## src/rtl/smem_pkg.sv

```systemverilog
package smem_pkg;
  typedef enum logic [3:0] {
    S_IDLE, S_DEVADR, S_DEVACK, S_WORD, S_WORDACK, S_DATA, S_DATAACK,
    S_SKIP, S_SKIPACK, S_SEND, S_MACK, S_HOLD
  } smem_state_t;
  localparam logic [3:0] DEV_CODE = 4'b1010;
endpackage

```

## src/rtl/smem_line_sync.sv

```systemverilog
module smem_line_sync #(
  parameter int STAGES = 2
) (
  input  logic clk,
  input  logic rst_n,
  input  logic scl_pin,
  input  logic sda_pin,
  output logic scl_lvl,
  output logic sda_lvl,
  output logic scl_rise,
  output logic scl_fall,
  output logic start_det,
  output logic stop_det
);
  logic [STAGES-1:0] scl_ff, sda_ff;
  logic scl_q, sda_q;

  always_ff @(posedge clk or negedge rst_n) begin
    if (!rst_n) begin
      scl_ff <= '1;
      sda_ff <= '1;
      scl_q  <= 1'b1;
      sda_q  <= 1'b1;
    end else begin
      scl_ff <= {scl_ff[STAGES-2:0], scl_pin};
      sda_ff <= {sda_ff[STAGES-2:0], sda_pin};
      scl_q  <= scl_ff[STAGES-1];
      sda_q  <= sda_ff[STAGES-1];
    end
  end

  assign scl_lvl   = scl_ff[STAGES-1];
  assign sda_lvl   = sda_ff[STAGES-1];
  assign scl_rise  = scl_lvl & ~scl_q;
  assign scl_fall  = ~scl_lvl & scl_q;
  assign start_det = scl_lvl & scl_q & sda_q & ~sda_lvl;
  assign stop_det  = scl_lvl & scl_q & ~sda_q & sda_lvl;
endmodule

```

## src/rtl/smem_addr_ctr.sv

```systemverilog
module smem_addr_ctr #(
  parameter int AW = 8
) (
  input  logic          clk,
  input  logic          rst_n,
  input  logic          load,
  input  logic [AW-1:0] load_val,
  input  logic          inc,
  output logic [AW-1:0] q
);
  localparam logic [AW-1:0] LAST = {AW{1'b1}};

  always_ff @(posedge clk or negedge rst_n) begin
    if (!rst_n)    q <= '0;
    else if (load) q <= load_val;
    else if (inc)  q <= (q == LAST) ? '0 : q + 1'b1;
  end

  AST_CTR_WRAP: assert property (@(posedge clk) disable iff (!rst_n)
    (inc && !load && q == LAST) |=> (q == '0));
endmodule

```

## src/rtl/smem_wcycle.sv

```systemverilog
module smem_wcycle #(
  parameter int WR_CYCLES = 5000
) (
  input  logic clk,
  input  logic rst_n,
  input  logic start,
  output logic busy
);
  localparam int CW = $clog2(WR_CYCLES + 1);
  logic [CW-1:0] remain;

  always_ff @(posedge clk or negedge rst_n) begin
    if (!rst_n)            remain <= '0;
    else if (start)        remain <= CW'(WR_CYCLES);
    else if (remain != '0) remain <= remain - 1'b1;
  end

  assign busy = (remain != '0);

  AST_BUSY_FOLLOWS_WRITE: assert property (@(posedge clk) disable iff (!rst_n)
    start |=> busy);
endmodule

```

## src/rtl/serial_mem_slave.sv

```systemverilog
module serial_mem_slave
  import smem_pkg::*;
#(
  parameter int AW          = 8,
  parameter int WR_CYCLES   = 5000,
  parameter int SYNC_STAGES = 2
) (
  input  logic          clk,
  input  logic          rst_n,
  input  logic          scl_i,
  input  logic          sda_i,
  input  logic [1:0]    dev_sel_i,
  output logic          sda_pull_o,
  output logic [AW-1:0] mem_addr_o,
  input  logic [7:0]    mem_rdata_i,
  output logic [7:0]    mem_wdata_o,
  output logic          mem_we_o
);
  logic scl_lvl, sda_lvl, scl_rise, scl_fall, start_det, stop_det;
  logic busy;
  smem_state_t st;
  logic [3:0] bit_cnt;
  logic [7:0] rx_sh, tx_sh, wr_data;
  logic pull, rw_rd, m_acked, wr_pend, commit;
  logic byte_done, dev_match, rx_phase, quiet;
  logic ctr_load, ctr_inc, send_load;
  logic [AW-1:0] ctr_q;

  smem_line_sync #(.STAGES(SYNC_STAGES)) u_sync (
    .clk(clk), .rst_n(rst_n), .scl_pin(scl_i), .sda_pin(sda_i),
    .scl_lvl(scl_lvl), .sda_lvl(sda_lvl), .scl_rise(scl_rise),
    .scl_fall(scl_fall), .start_det(start_det), .stop_det(stop_det));

  smem_addr_ctr #(.AW(AW)) u_ctr (
    .clk(clk), .rst_n(rst_n), .load(ctr_load), .load_val(AW'(rx_sh)),
    .inc(ctr_inc), .q(ctr_q));

  smem_wcycle #(.WR_CYCLES(WR_CYCLES)) u_wcyc (
    .clk(clk), .rst_n(rst_n), .start(commit), .busy(busy));

  always_comb begin
    byte_done = (bit_cnt == 4'd8);
    quiet     = !start_det && !stop_det;
    dev_match = (rx_sh[7:4] == DEV_CODE) && !rx_sh[3] && (rx_sh[2:1] == dev_sel_i);
    rx_phase  = (st == S_DEVADR) || (st == S_WORD) || (st == S_DATA) || (st == S_SKIP);
    ctr_load  = quiet && scl_fall && (st == S_WORD) && byte_done;
    send_load = quiet && scl_fall &&
                (((st == S_DEVACK) && rw_rd) || ((st == S_MACK) && m_acked));
    ctr_inc   = send_load || commit;
  end

  always_ff @(posedge clk or negedge rst_n) begin
    if (!rst_n) begin
      st      <= S_IDLE;
      bit_cnt <= '0;
      rx_sh   <= '0;
      tx_sh   <= '0;
      wr_data <= '0;
      pull    <= 1'b0;
      rw_rd   <= 1'b0;
      m_acked <= 1'b0;
      wr_pend <= 1'b0;
      commit  <= 1'b0;
    end else begin
      commit <= 1'b0;
      if (start_det) begin
        st      <= S_DEVADR;
        bit_cnt <= '0;
        pull    <= 1'b0;
        wr_pend <= 1'b0;
      end else if (stop_det) begin
        st      <= S_IDLE;
        pull    <= 1'b0;
        commit  <= wr_pend;
        wr_pend <= 1'b0;
      end else begin
        if (scl_rise && rx_phase && !byte_done) begin
          rx_sh   <= {rx_sh[6:0], sda_lvl};
          bit_cnt <= bit_cnt + 4'd1;
        end
        if (scl_rise && st == S_MACK) m_acked <= !sda_lvl;
        if (send_load) begin
          tx_sh   <= {mem_rdata_i[6:0], 1'b0};
          pull    <= !mem_rdata_i[7];
          bit_cnt <= 4'd1;
          st      <= S_SEND;
        end else if (scl_fall) begin
          case (st)
            S_DEVADR: if (byte_done) begin
              if (dev_match && !busy) begin
                pull  <= 1'b1;
                rw_rd <= rx_sh[0];
                st    <= S_DEVACK;
              end else begin
                st <= S_IDLE;
              end
            end
            S_DEVACK: begin
              pull    <= 1'b0;
              bit_cnt <= '0;
              st      <= S_WORD;
            end
            S_WORD: if (byte_done) begin
              pull <= 1'b1;
              st   <= S_WORDACK;
            end
            S_WORDACK: begin
              pull    <= 1'b0;
              bit_cnt <= '0;
              st      <= S_DATA;
            end
            S_DATA: if (byte_done) begin
              pull    <= 1'b1;
              wr_data <= rx_sh;
              st      <= S_DATAACK;
            end
            S_DATAACK: begin
              pull    <= 1'b0;
              wr_pend <= 1'b1;
              bit_cnt <= '0;
              st      <= S_SKIP;
            end
            S_SKIP: if (byte_done) st <= S_SKIPACK;
            S_SKIPACK: begin
              bit_cnt <= '0;
              st      <= S_SKIP;
            end
            S_SEND: begin
              if (byte_done) begin
                pull <= 1'b0;
                st   <= S_MACK;
              end else begin
                pull    <= !tx_sh[7];
                tx_sh   <= {tx_sh[6:0], 1'b0};
                bit_cnt <= bit_cnt + 4'd1;
              end
            end
            S_MACK: begin
              pull <= 1'b0;
              st   <= S_HOLD;
            end
            default: ;
          endcase
        end
      end
    end
  end

  assign sda_pull_o  = pull;
  assign mem_addr_o  = ctr_q;
  assign mem_wdata_o = wr_data;
  assign mem_we_o    = commit;

  AST_SDA_MOVES_LOW_SCL: assert property (@(posedge clk) disable iff (!rst_n)
    !$stable(pull) |-> !scl_lvl);
  AST_NO_ACK_WHEN_BUSY: assert property (@(posedge clk) disable iff (!rst_n)
    (st == S_DEVADR && scl_fall && byte_done && busy && quiet) |=> !pull);
  AST_WE_SINGLE: assert property (@(posedge clk) disable iff (!rst_n)
    mem_we_o |=> !mem_we_o);
  AST_QUIET_RELEASED: assert property (@(posedge clk) disable iff (!rst_n)
    (st == S_IDLE || st == S_HOLD || st == S_SKIP) |-> !pull);
  AST_NO_LOAD_AND_WRITE: assert property (@(posedge clk) disable iff (!rst_n)
    mem_we_o |-> !ctr_load);
endmodule

```

## config.mk

```make
export PLATFORM = sky130hd
export DESIGN_NAME = serial_mem_slave
export DESIGN_NICKNAME = d
export VERILOG_FILES = /design/src/rtl/smem_pkg.sv /design/src/rtl/smem_line_sync.sv /design/src/rtl/smem_addr_ctr.sv /design/src/rtl/smem_wcycle.sv /design/src/rtl/serial_mem_slave.sv
export SDC_FILE = /design/constraint.sdc
export NUM_CORES = 1
export LEC_CHECK = 0
export BUFFER_PORTS_ARGS = -buffer_cell sky130_fd_sc_hd__clkbuf_2
export CORE_MARGIN = 2
export CORE_UTILIZATION = 60
export DETAILED_ROUTE_END_ITERATION = 10
export PLACE_DENSITY = 0.81
export SYNTH_ARGS = -nofsm -noshare
export SYNTH_HDL_FRONTEND = slang
export SYNTH_SLANG_ARGS = --single-unit
```

## constraint.sdc

```tcl
create_clock -name clk -period 4.6 [get_ports clk]
set_clock_uncertainty 0.1 [all_clocks]
set_input_delay 0.69 -clock clk [delete_from_list [all_inputs] [get_ports clk]]
set_output_delay 0.69 -clock clk [all_outputs]
set_load 0.01 [all_outputs]
```

==> results.toml <==
[synthesis]
synth_cell_types = 67
synthFlopType = "dfrtp_1"
synthCells = 360
ys_seq_elements = 63
ys_seq_area_share_pct = 45.1
synth_edf_count = 0
yosysTopAreaCellShare_pct = 40.6
async_flop_share_pct = 100
synth_warnings = 0
synthesis.nets = 379
netlist_area_um2 = 3510
synth_area_leaders = "dfrtp_1 (41%), mux2_2 (6.1%), dfstp_2 (4.5%), nand2_1 (3.2%), a21oi_1 (2.7%)"
synth_top_cell_by_area = "dfrtp_1"
syn_area_per_cell_um2 = 9.76

[cells_and_area]
area.sequential_um2 = 1580
insertedDiodeCount = 0
fin_util_pct = 69.7
n_fill_cell = 426
drive_gt1_share_pct = 22.3
multi_input_area_um2 = 1810
finalNetCount = 400
area_growth_pct = 10.5

[global_routing]
track_usage_pct = 25.5
grt_pass1_vias = 2596
grt_first_pass_wirelength_um = 12700
antenna_found_initial = 0
grt_overflow = 0
grt_max_degree = 40

[run_status]
status = "finished, final reports clean"

[setup_path]
cpLargestDelayFamily = "simple AND/OR/NAND/NOR gates"
critPathKind = "flip-flop to flip-flop"
crit_path_start = "bit_cnt[0]"
rrSetupSlack_ns = 1.72
required_ns = 4.70
crit_path_top_delay_cell = "nor3_1"
r2r_start = "bit_cnt[0]"
crit_path_max_incr_delay_ns = 1.17
arrival_ns = 2.98
crit_buf_inv = 1
end_kind = "flip-flop"
reg2regPathDepth = 7
worstSetupStartpointType = "flip-flop"
r2r_end = "u_ctr.q[7]"
critPathMaxFanout = 14
crit_chain = "inv_1 > ha_1 > nand3b_1 > nor3_1 > nor4_1 > a21oi_1 > o2bb2ai_1"

[pwr]
p_int_w = 0.00123
combPwrFrac_pct = 28.9
irDropWorstVdd_uv = 294
switchingPower_w = 0.000741
power_density_nw_per_um2 = 507
seqPwrFrac_pct = 45.8
p_leak_nw = 1.72
p_clk_share_pct = 25.3
switching_share_pct = 37.6

[drt]
vias_per_cell = 6.32
drt_iter0_markers = 439
wirelength_um = 7570
ant_nets = 0
num_vias = 2895
drt-pass1-iter-count = 5
drc = 0
wire_per_inst_um = 16.5

[sta]
min_period_ns = 2.88
tightest_slew_ns = 1.32
grt_setup_unrepaired = "false"
fmax_mhz = 348
setup-tns-final_ns = 0
slew_headroom_pct = 11.1
setup_viol = 0
timing.final.crit_share_pct = 62.5
maxSlewViolCount = 0
hold_viol = 0

[hold_path]
hold_depth = 0
min_from = "u_sync.scl_ff[0]"
holdCritPathClass = "flip-flop to flip-flop"
hold_end = "u_sync.scl_ff[1]"

[floorplan]
die-height_um = 80.5
dieArea_um2 = 6480
ios = 32
initial_core_util_pct = 63.0
core_um2 = 5570
die_w_um = 80.5
placement_rows = 27

[cts]
clockBufferDepth = 2
cts_setup_buffers = 0
cts_resized = 0
postCtsHoldBufs = 0
clockRootBuffer = "clkbuf_8"
cts.sinks = 63
clk_latency_ns = 0.35
htreeDepth = 3
cts_tree = "done"
cts_buffers = 9
clk_pin_slew_worst_paths_ns = 0.07

[placement]
port_buffers = 31
hpwl_um = 5190
routabilityCongestion = 0.897

[run]
cap_violations = 0
[Yosys cell counts, drive strengths merged (5+ instances only)]
cell    count
a21oi      19
a22oi       5
buf         5
clkbuf     18
dfrtp      57
dfstp       6
ha          5
inv         8
mux2       20
nand2      30
nand2b      5
nand3      14
nand3b      5
nor2       23
nor2b      10
nor3        8
nor4        6
o21a        5
o21ai      18
or2         5
or3         5
xnor2       5
[layer usage]
layer | wire length [um] | track usage [%] | vias to the layer above
li1 | - | - | 1374
met1 | 3580 | 37.2 | 1392
met2 | 3420 | 38.2 | 112
met3 | 447 | 5.96 | 17
met4 | 118 | 7.12 | 0
met5 | 0 | 0 | -
[worst reg2reg max path: stages, from the launching register on]
cell       delay, ns
dfrtp_1         0.41
inv_1           0.11
ha_1            0.17
nand3b_1        0.35
nor3_1          1.17
nor4_1          0.13
a21oi_1         0.20
o2bb2ai_1       0.09
[flip-flops by register name (all words and copies together) (netlist names), 2 cells and up]
name,count
rx_sh,8
u_wcyc.remain,13
u_ctr.q,8
u_sync.scl_ff,2
tx_sh,7
mem_wdata_o,8
bit_cnt,4
u_sync.sda_ff,2
st,4
[kinds of logic after synthesis]
family                     count (synthesis)  synth area share (%)
AOI/OAI and AO/OA                         95                  18.8
adders and majority gates                  5                  1.78
xor gates and xnor gates                   9                  2.24
buffers and inverters                     31                  3.53
muxes                                     23                  7.27
and+or+nand+nor                          134                  21.3
DFF                                       63                  45.1
[power groups by stage]
stage | combinational (W) | clock (W) | sequential [W]
floorplan | 0.000526 | 0 | 0.000798
global placement | 0.000547 | 0 | 0.000892
detailed placement | 0.000560 | 0 | 0.000903
CTS | 0.000566 | 0.000502 | 0.000893
global route | 0.000646 | 0.000525 | 0.000926
finish | 0.000570 | 0.000498 | 0.000903
[how the worst max path moves through the flow]
stage / to / slack (ns) / depth (start not counted)
after floorplan: u_wcyc.remain[7] / 2.37 / 6
after global placement: u_ctr.q[7] / 1.96 / 7
after detailed placement: u_ctr.q[6] / 1.79 / 7
final: u_ctr.q[7] / 1.72 / 7
after global routing: u_ctr.q[6] / 1.45 / 7
after CTS: u_ctr.q[7] / 1.76 / 7
[cells in the final DEF, fill, tap and decap left out, types with 4 or more instances in the layout]
master    instances
dfrtp_1          57
clkbuf_2         31
nand2_1          30
nor2_1           23
mux2_2           19
a21oi_1          19
o21ai_0          17
nand3_1          14
nor2b_1          10
clkbuf_8          9
inv_1             8
nor3_1            8
dfstp_2           6
nand2b_1          5
xnor2_1           5
nor4_1            5
or3_1             5
nand3b_1          5
o21a_1            5
a22oi_1           5
ha_1              5
or2_2             4
xor2_1            4
a32oi_1           4
o21bai_1          4
[area by class of cell]
class / instances / share of cell area [%]
well taps: 72 / 2.32
multi-input cells: 266 / 46.5
clock buffers: 9 / 3.19
inverters: 8 / 0.773
flip-flops and latches: 63 / 40.8
repair buffers: 33 / 4.38
clock inverters: 7 / 2.06
[through the flow]
stage	power, W	std cells	setup WS, ns	hold slack (ns)	cell area [um^2]
after floorplan	0.00132	360	2.37	0.245	3510
after global placement	0.00144	442	1.96	0.246	3680
after detailed placement	0.00146	442	1.79	0.247	3680
after CTS	0.00196	458	1.76	0.258	3880
after global routing	0.00210	458	1.45	0.262	3880
final	0.00197	458	1.72	0.258	3880
Power figures use the tool's default switching activity.
